## config.mk

```make
export PLATFORM = sky130hd
export DESIGN_NAME = dual_mode_timer
export DESIGN_NICKNAME = d
export VERILOG_FILES = /design/src/rtl/tmr_pkg.sv /design/src/rtl/tmr_ctrl.sv /design/src/rtl/tmr_datapath.sv /design/src/rtl/dual_mode_timer.sv
export SDC_FILE = /design/constraint.sdc
export NUM_CORES = 1
export LEC_CHECK = 0
export ABC_AREA = 1
export ABC_CLOCK_PERIOD_IN_PS = 2100
export BUFFER_PORTS_ARGS = -buffer_cell sky130_fd_sc_hd__buf_2
export CORE_UTILIZATION = 52
export CTS_BUF_LIST = sky130_fd_sc_hd__clkbuf_8
export DETAILED_ROUTE_END_ITERATION = 12
export PLACE_DENSITY_LB_ADDON = 0.15
export SLEW_MARGIN = 20
export SYNTH_ARGS = -nofsm -noshare
export SYNTH_HDL_FRONTEND = slang
export SYNTH_SLANG_ARGS = --single-unit
```

## constraint.sdc

```tcl
create_clock -name clk -period 2.1 [get_ports clk]
set_input_delay 0.21 -clock clk [delete_from_list [all_inputs] [get_ports clk]]
set_output_delay 0.21 -clock clk [all_outputs]
set_load 0.01 [all_outputs]
```

## src/rtl/tmr_pkg.sv

```systemverilog
package tmr_pkg;
  localparam int DATA_W = 8;
  localparam int ADDR_W = 2;

  typedef enum logic [ADDR_W-1:0] {
    ADDR_LO   = 2'd0,
    ADDR_HI   = 2'd1,
    ADDR_CFG  = 2'd2,
    ADDR_POST = 2'd3
  } regAddr_e;

  // Strobes from control into the datapath
  typedef struct packed {
    logic step;      // prescaled count step
    logic wrLo;      // bus write of the low byte
    logic wrBuf;     // bus write of the high-byte buffer
    logic rdLo;      // bus read of the low byte
    logic wideMode;  // 1: 16-bit counting
  } dpCtrl_t;
endpackage

```

## src/rtl/tmr_ctrl.sv

```systemverilog
module tmr_ctrl
  import tmr_pkg::*;
#(
  parameter int PRE_W  = 15,
  parameter int POST_W = 4
) (
  input  logic                  clk,
  input  logic                  rstN,
  input  logic [ADDR_W-1:0]     busAddr,
  input  logic                  busWr,
  input  logic                  busRd,
  input  logic [DATA_W-1:0]     busWdata,
  input  logic                  tickIn,
  input  logic                  evt,
  output dpCtrl_t               dpc,
  output logic [DATA_W-1:0]     cfgRead,
  output logic [DATA_W-1:0]     postRead,
  output logic                  irqFlag
);
  localparam int SEL_W   = $clog2(PRE_W + 1);
  localparam int SEL_LSB = 4;
  localparam int MODE_B  = 0;
  localparam int RUN_B   = 1;
  localparam int FLAG_B  = DATA_W - 1;

  logic [DATA_W-1:0]   cfgReg;
  logic [DATA_W-2:0]   postReg;
  logic [SEL_W-1:0]    preSel;
  logic [POST_W-1:0]   postN;
  logic [POST_W-1:0]   postCnt;
  logic [PRE_W-1:0]    preCnt;
  logic [PRE_W-1:0]    preMask;
  logic [PRE_W:0]      maskWide;
  logic                runEn;
  logic                wrCfg;
  logic                wrPost;
  logic                preHit;
  logic                postHit;

  assign preSel = cfgReg[SEL_LSB +: SEL_W];
  assign runEn  = cfgReg[RUN_B];
  assign postN  = postReg[POST_W-1:0];
  assign wrCfg  = busWr && (busAddr == ADDR_CFG);
  assign wrPost = busWr && (busAddr == ADDR_POST);

  always_comb begin
    maskWide = ((PRE_W+1)'(1) << preSel) - (PRE_W+1)'(1);
    preMask  = maskWide[PRE_W-1:0];
  end

  assign preHit  = tickIn && runEn && (preCnt == preMask);
  assign postHit = evt && (postCnt == postN);

  always_comb begin
    dpc.step     = preHit && !busWr;
    dpc.wrLo     = busWr && (busAddr == ADDR_LO);
    dpc.wrBuf    = busWr && (busAddr == ADDR_HI);
    dpc.rdLo     = busRd && (busAddr == ADDR_LO);
    dpc.wideMode = cfgReg[MODE_B];
  end

  // Configuration registers
  always_ff @(posedge clk or negedge rstN) begin
    if (!rstN) begin
      cfgReg  <= '0;
      postReg <= '0;
    end else begin
      if (wrCfg)  cfgReg  <= busWdata;
      if (wrPost) postReg <= busWdata[DATA_W-2:0];
    end
  end

  // Prescaler
  always_ff @(posedge clk or negedge rstN) begin
    if (!rstN)                preCnt <= '0;
    else if (busWr)           preCnt <= '0;
    else if (tickIn && runEn) preCnt <= preHit ? '0 : preCnt + 1'b1;
  end

  // Postscaler and sticky flag
  always_ff @(posedge clk or negedge rstN) begin
    if (!rstN) begin
      postCnt <= '0;
      irqFlag <= 1'b0;
    end else begin
      if (busWr)    postCnt <= '0;
      else if (evt) postCnt <= postHit ? '0 : postCnt + 1'b1;
      if (postHit && !busWr)               irqFlag <= 1'b1;
      else if (wrPost && !busWdata[FLAG_B]) irqFlag <= 1'b0;
    end
  end

  assign cfgRead  = cfgReg;
  assign postRead = {irqFlag, postReg};

  assert_pre_in_range_R8: assert property (@(posedge clk) disable iff (!rstN)
    preCnt <= preMask);
  assert_post_in_range_R9: assert property (@(posedge clk) disable iff (!rstN)
    postCnt <= postN);
  assert_flag_sticky_R10: assert property (@(posedge clk) disable iff (!rstN)
    (irqFlag && !(wrPost && !busWdata[FLAG_B])) |=> irqFlag);
  assert_write_drops_tick_R12: assert property (@(posedge clk) disable iff (!rstN)
    busWr |-> !dpc.step);
endmodule

```

## src/rtl/tmr_datapath.sv

```systemverilog
module tmr_datapath
  import tmr_pkg::*;
#(
  parameter int DW = DATA_W
) (
  input  logic          clk,
  input  logic          rstN,
  input  dpCtrl_t       dpc,
  input  logic [DW-1:0] wrData,
  output logic [DW-1:0] cntLo,
  output logic [DW-1:0] cntHi,
  output logic [DW-1:0] bufReg,
  output logic          evt,
  output logic          pulseOut
);
  logic loMatch;
  logic wideWrap;

  assign loMatch  = (cntLo == cntHi);
  assign wideWrap = (&cntLo) && (&cntHi);
  assign evt      = dpc.step && (dpc.wideMode ? wideWrap : loMatch);

  // Counter bytes; in narrow mode cntHi is the active period
  always_ff @(posedge clk or negedge rstN) begin
    if (!rstN) begin
      cntLo <= '0;
      cntHi <= '0;
    end else if (dpc.wrLo) begin
      cntLo <= wrData;
      if (dpc.wideMode) cntHi <= bufReg;
    end else if (dpc.step) begin
      if (dpc.wideMode) begin
        {cntHi, cntLo} <= {cntHi, cntLo} + 1'b1;
      end else if (loMatch) begin
        cntLo <= '0;
        cntHi <= bufReg;
      end else begin
        cntLo <= cntLo + 1'b1;
      end
    end
  end

  // High-byte buffer: pending period or coherent high byte
  always_ff @(posedge clk or negedge rstN) begin
    if (!rstN)                           bufReg <= '0;
    else if (dpc.wrBuf)                  bufReg <= wrData;
    else if (dpc.rdLo && dpc.wideMode)   bufReg <= cntHi;
  end

  always_ff @(posedge clk or negedge rstN) begin
    if (!rstN) pulseOut <= 1'b0;
    else       pulseOut <= evt;
  end

  assert_pulse_after_step_R4: assert property (@(posedge clk) disable iff (!rstN)
    pulseOut |-> $past(dpc.step));
  assert_period_held_R3: assert property (@(posedge clk) disable iff (!rstN)
    (!dpc.wideMode && !evt) |=> $stable(cntHi));
  assert_narrow_clear_R2: assert property (@(posedge clk) disable iff (!rstN)
    (dpc.step && !dpc.wideMode && loMatch) |=> (cntLo == '0));
  assert_high_only_carry_R7: assert property (@(posedge clk) disable iff (!rstN)
    (dpc.wideMode && !dpc.wrLo && !(dpc.step && (&cntLo))) |=> $stable(cntHi));
endmodule

```

## src/rtl/dual_mode_timer.sv

```systemverilog
module dual_mode_timer
  import tmr_pkg::*;
#(
  parameter int PRE_W  = 15,
  parameter int POST_W = 4
) (
  input  logic        clk,
  input  logic        rstN,
  input  logic [1:0]  busAddr,
  input  logic        busWr,
  input  logic        busRd,
  input  logic [7:0]  busWdata,
  output logic [7:0]  busRdata,
  input  logic        tickIn,
  output logic        pulseOut,
  output logic        irqOut
);
  dpCtrl_t           dpc;
  logic              evt;
  logic [DATA_W-1:0] cntLo, cntHi, bufReg, cfgRead, postRead;

  tmr_ctrl #(.PRE_W(PRE_W), .POST_W(POST_W)) uCtrl (
    .clk(clk), .rstN(rstN), .busAddr(busAddr), .busWr(busWr), .busRd(busRd),
    .busWdata(busWdata), .tickIn(tickIn), .evt(evt), .dpc(dpc),
    .cfgRead(cfgRead), .postRead(postRead), .irqFlag(irqOut)
  );

  tmr_datapath #(.DW(DATA_W)) uDp (
    .clk(clk), .rstN(rstN), .dpc(dpc), .wrData(busWdata),
    .cntLo(cntLo), .cntHi(cntHi), .bufReg(bufReg), .evt(evt), .pulseOut(pulseOut)
  );

  always_comb begin
    unique case (busAddr)
      ADDR_LO:   busRdata = cntLo;
      ADDR_HI:   busRdata = bufReg;
      ADDR_CFG:  busRdata = cfgRead;
      default:   busRdata = postRead;
    endcase
  end
endmodule

```

**Word level (Yosys, flattened, before mapping)**

Index checks and enable logic that the tools add are counted.

- Word-level logic and storage cells: 69
- Input port bits: 15
- Register bits: 60

- Reduce and logical (&&, ||, !) cells: 26
- Mux-type cells: 21
- Add/sub/neg operators: 5
- Shifts and indexed selects: 1
- Eq/ne operators: 7

Operator list:

| cell | number |
|---|---|
| $mux 8 | 11 |
| $mux 15 | 3 |
| $pmux 8 s3 | 1 |
| $add 16x1->16 const B | 1 |
| $reduce_and 8->1 | 2 |
| $add 15x1->15 const B | 1 |
| $eq 15x15->1 | 1 |
| $shl 1x4->15 const A | 1 |
| $sub 15x2->15 const B | 1 |
| $logic_and 1x1->1 | 14 |
| $mux 4 | 3 |
| $reduce_bool 2->1 | 6 |
| $add 8x1->8 const B | 1 |
| $eq 8x8->1 | 1 |
| $add 4x1->4 const B | 1 |
| $eq 2x2->1 const B | 2 |
| $eq 4x4->1 | 1 |
| $mux 1 | 3 |
| $reduce_and 3->1 | 1 |
| $eq 2x1->1 const B | 1 |
| $logic_not 1->1 | 2 |
| $logic_not 2->1 | 1 |
| $ne 2x1->1 const B | 1 |

**Logic depth before layout (Yosys ltp)**

- Word-level depth: 10
- Gate-level depth with buffers: 18
- Mapped depth without buffers: 17

**Hierarchy**

From an unflattened synthesis, not the netlist that was laid out.

- Cell total of the unflattened synthesis: 669
- Area total of the unflattened synthesis: 4513.1 um^2

By module, submodules not included:

| module | area each (um^2) | times used | seq. area each (um^2) | cells an instance |
|---|---|---|---|---|
| tmr_ctrl | 2504.9 | 1 | 875.8 | 381 |
| tmr_datapath | 1744.2 | 1 | 625.6 | 241 |
| dual_mode_timer | 264.0 | 1 | 0.0 | 47 |

**Least setup slack after synthesis**

OpenSTA, ideal clock, no wires.

- Path type: register -> register
- Start point: register uCtrl.cfgReg[5] (netlist: uCtrl.cfgRead[5])
- End point: register uDp.cntHi[2]
- Buffers on the path: 1
- Period minus slack after synthesis: 2197 ps
- Path slack: -97 ps
- Required time: 1982 ps
- Cell stages (with the launch flop): 19
- Setup time: 118 ps
- Data arrival time: 2080 ps
- Cell sequence: dfrtp_1 buf_4 nor2_4 nand2_1 ha_1 inv_1 nand2_1 nand2_1 nand2_1 nand2_1 nand2_1 nor2_1 nand3_1 nor2_2 nand3_2 nand2_4 nand2_2 nand2_1 nand2_1

- Cells in the longest elaborated chain, start to end: 7

Ends and longest elaborated chain:

| element | line | source |
|---|---|---|
| start, declared | tmr_ctrl.sv:26 | `logic [DATA_W-1:0] cfgReg;` |
| start signal, assigned | tmr_ctrl.sv:68 | `if (wrCfg) cfgReg <= busWdata;` |
| $shl 1x4->15 | tmr_ctrl.sv:47 | `maskWide = ((PRE_W+1)'(1) << preSel) - (PRE_W+1)'(1);` |
| $sub 15x2->15 | tmr_ctrl.sv:47 |  |
| $eq 15x15->1 | tmr_ctrl.sv:51 | `assign preHit = tickIn && runEn && (preCnt == preMask);` |
| $logic_and 1x1->1 | tmr_ctrl.sv:51 |  |
| $logic_and 1x1->1 | tmr_ctrl.sv:55 | `dpc.step = preHit && !busWr;` |
| $reduce_bool 2->1 (no source line) | - |  |
| $reduce_and 3->1 (no source line) | - |  |
| end signal, assigned | tmr_datapath.sv:30 | `if (dpc.wideMode) cntHi <= bufReg;` |
| end signal, assigned | tmr_datapath.sv:33 | `{cntHi, cntLo} <= {cntHi, cntLo} + 1'b1;` |
| end signal, assigned | tmr_datapath.sv:36 | `cntHi <= bufReg;` |
| end, declared | tmr_datapath.sv:11 | `output logic [DW-1:0] cntHi,` |

No other way between the ends.
A chain may end at the register's enable or synchronous reset.

**Final worst setup path**

- Start point: register uCtrl.cfgReg[7] (netlist: uCtrl.cfgRead[7])
- End point: register uCtrl.postCnt[1]

- Cells in the longest elaborated chain, start to end: 10
- Elaborated cells between the ends (all ways): 11

Ends and longest elaborated chain:

| element | line | source |
|---|---|---|
| $shl 1x4->15 (*) | tmr_ctrl.sv:47 |  |
| $sub 15x2->15 (*) | tmr_ctrl.sv:47 |  |
| $eq 15x15->1 (*) | tmr_ctrl.sv:51 |  |
| $logic_and 1x1->1 (*) | tmr_ctrl.sv:51 |  |
| $logic_and 1x1->1 (*) | tmr_ctrl.sv:55 |  |
| $logic_and 1x1->1 (*) | tmr_datapath.sv:21 | `assign evt = dpc.step && (dpc.wideMode ? wideWrap : loMatch);` |
| net evt | dual_mode_timer.sv:19 | `logic evt;` |
| $logic_and 1x1->1 | tmr_ctrl.sv:52 | `assign postHit = evt && (postCnt == postN);` |
| $mux 4 (2 in series) | tmr_ctrl.sv:87 | `else if (evt) postCnt <= postHit ? '0 : postCnt + 1'b1;` |
| $mux 4 | tmr_ctrl.sv:86 | `if (busWr) postCnt <= '0;` |
| end signal, assigned | tmr_ctrl.sv:87 |  |
| end, declared | tmr_ctrl.sv:30 | `logic [POST_W-1:0] postCnt;` |

Mark *: on every way through the listed nets, which the timed path passes. The rest lies on a longest branch. The select of a mux whose other input is x is not followed.

==> results.toml <==
[clock_tree]
cts.sinks = 60
cts-root-buf = "clkbuf_8"
cts-htree-levels = 3
clkTransAtPathRegs_ps = 80
cts_tree = "done"
clkLatencyLatePin_ps = 350
cts_buffer_depth = 2
cts_made_buffers = 9

[synth]
synth.avg_cell_area_um2 = 6.72
syn_area_um2 = 4180
synthCells = 622
synth_seq_area_share_pct = 35.9
synth_warnings = 0
ys_types = 32
yosys.area.top_type = "dfrtp_1"
synthDominantCellAreaShare_pct = 35.9
synth_nets = 641
ys_seq_elements = 60
netlist_top_cells_area = "dfrtp_1, nand2_1, nand3_1"

[die]
dieArea_um2 = 8410
die_w_um = 91.7
start_util_pct = 53.8
core.rowCount = 32
core-area_um2 = 7770
die_height_um = 91.7
io_pins = 25

[critical_path]
cp.required_ps = 2390
crit_type = "reg -> reg"
reg2reg_depth = 16
critPathLaunchType = "register"
rrSetupSlack_ps = -130
critPathCaptureType = "register"
reg2reg_from = "uCtrl.cfgRead[7]$_DFFE_PN0P_"
critPathMaxFanout = 4
arrival_ps = 2520
r2r_end = "uCtrl.postCnt[1]$_DFFE_PN0P_"

[final_layout]
area_growth_syn_to_layout_pct = 23.9
diodes = 0
fill_cells = 738
fin_area_um2 = 5180
drive_gt1_share_pct = 20.1
layout_common_cells = "nand2_1, inv_1, dfrtp_1"
final_common_cell = "nand2_1"
layout.nets = 717

[timing]
tns_ps = -2080
fmax_mhz = 449
setup_viol = 25
fin_crit_ps = 2230
rsz0062_at_grt = "true"
tightest_slew_ps = 524
maxSlewHeadroom_pct = 65.0
slew_violations = 0
hold_viol_final = 0
fin_crit_sh_pct = 106
setup_ws_ps = -126
clock_skew_ps = 13.1

[hold_path]
min_path_type = "in -> reg"
whs_path_depth = 3
min-delay-start = "busWdata[0]"
min_to = "uDp.bufReg[0]$_DFFE_PN0P_"

[drt]
drt_iter0_drc = 305
routed_wl_mm = 13.0
firstDrtPassIters = 5
ant_nets = 0
wl_per_cell_um = 16.1
dr_total_vias = 4519
remaining_drc_errors = 0
avgViaCountPerCell = 5.61

[status]
status = "finished, violations left"
violations = "setup timing"

[placement]
hpwl_mm = 9.92
io_buffers = 24
place_congestion = 1.02
place_area_um2 = 4740

[global_route]
grt_pass1_wl_mm = 21.6
grt_max_degree = 32
grt_pass1_vias = 4443
gr-total-overflow = 0
antenna_found_initial = 0
grt_use_total_pct = 33.3

[power]
cellPowerDensity_nw_per_um2 = 878
leakage_nw = 2.54
peakVddDrop_uv = 502

[run]
drv_cap = 0
-- cell families after synthesis --
kind of cell    share of synthesized area, %
compound gates                          12.3
xor+xnor                                5.03
fa+ha+maj                               1.20
buf+inv                                 9.21
flops                                   35.9
simple gates                            36.4
-- timing repair --
action | 4_1_cts | 5_1_grt
hold endpoints to repair | 18 | 0
resized for setup | 20 | 26
buffers inserted | 2 | 2
setup endpoints to repair | 29 | 37
gates cloned | 1 | 1
hold buffers | 1 | 0
pin swaps | 10 | 13
-- worst max path at each step --
stage,from,endpoint,slack (ps),depth (start not counted)
after global placement,uCtrl.cfgRead[5]$_DFFE_PN0P_,uDp.cntLo[1]$_DFFE_PN0P_,-70,14
after CTS,uCtrl.cfgRead[6]$_DFFE_PN0P_,uDp.cntLo[4]$_DFFE_PN0P_,-90,16
after global routing,uCtrl.cfgRead[7]$_DFFE_PN0P_,uDp.cntLo[6]$_DFFE_PN0P_,-270,16
final,uCtrl.cfgRead[7]$_DFFE_PN0P_,uCtrl.postCnt[1]$_DFFE_PN0P_,-130,16
after detailed placement,uCtrl.cfgRead[5]$_DFFE_PN0P_,uDp.cntLo[4]$_DFFE_PN0P_,-150,14
after floorplan,uCtrl.cfgRead[6]$_DFFE_PN0P_,uDp.cntHi[2]$_DFFE_PN0P_,-10,17
-- cells in the mapped netlist --
master and count:
o21ai_0 57, clkbuf_1 5, clkinv_1 1, nand3b_1 2, nor2_8 1, a21oi_2 1
a21oi_1 3, xor2_1 18, xnor2_1 6, nand2_1 212, o2111ai_1 6, buf_4 2
nor2_4 3, o21bai_1 1, nand4_1 12, nor4_1 2, nand3_1 57, o221ai_1 3
nor3_1 11, nand3_2 1, inv_2 4, ha_1 4, buf_6 4, nor2_1 39
o21ai_1 6, nand2_2 4, nor2_2 6, inv_1 75, o22ai_1 14, dfrtp_1 60
nand2_4 1, inv_4 1
-- routing by layer --
metal / global-route usage [%] / up-vias / share of wire (%)
met1: 42.9 / 2107 / 42
met2: 53.4 / 190 / 47
li1: - / 2175 / -
met3: 6.80 / 47 / 6.7
met4: 16.1 / 0 / 4.3
met5: 0 / - / 0
-- metrics by stage --
| stage | hold slack (ps) | instances | setup slack [ps] | utilization [%] | power (mW) |
|---|---|---|---|---|---|
| after global routing | 147 | 805 | -267 | 66.7 | 4.84 |
| after global placement | 181 | 782 | -71.2 | 61.0 | 3.21 |
| after CTS | 116 | 802 | -93.3 | 65.2 | 4.49 |
| final | 136 | 805 | -126 | 66.7 | 4.55 |
| after floorplan | -85.6 | 622 | -10.6 | - | 2.62 |
| after detailed placement | 197 | 782 | -147 | 61.0 | 3.23 |
-- report_power, final --
part | internal [mW] | switching [mW] | total (mW)
Clock | 0.676 | 0.522 | 1.20
Sequential | 1.36 | 0.287 | 1.65
Combinational | 0.674 | 1.03 | 1.70
-- layout make-up --
cell class | instances | area [µm²] | share of cell area, %
Clock inverter | 7 | 100 | 1.93
Inverter | 81 | 309 | 5.96
Timing Repair Buffer | 75 | 578 | 11.2
Tap cell | 102 | 128 | 2.46
Sequential cell | 60 | 1510 | 29.1
Clock buffer | 9 | 124 | 2.39
Multi-Input combinational cell | 471 | 2440 | 47.0
-- registers in the layout (all words and copies together) (netlist names) --
register / flops
uCtrl.cfgRead: 8
uCtrl.irqFlag: 1
uCtrl.postCnt: 4
uCtrl.postReg: 7
uCtrl.preCnt: 15
uDp.bufReg: 8
uDp.cntHi: 8
uDp.cntLo: 8
uDp.pulseOut: 1
-- critical path: stages (launching register included) --
cell,delay [ps]
dfrtp_2,450
nor2_8,130
nand3_2,80
ha_4,280
inv_2,30
nand2_2,60
nand3_2,70
nor2_2,80
nand2_1,50
nor2_1,70
nand3_1,80
nor2_2,180
nand3_4,160
buf_6,160
nor2_4,120
nand3_2,90
nand2_1,70
(Power assumes the default switching activity.)
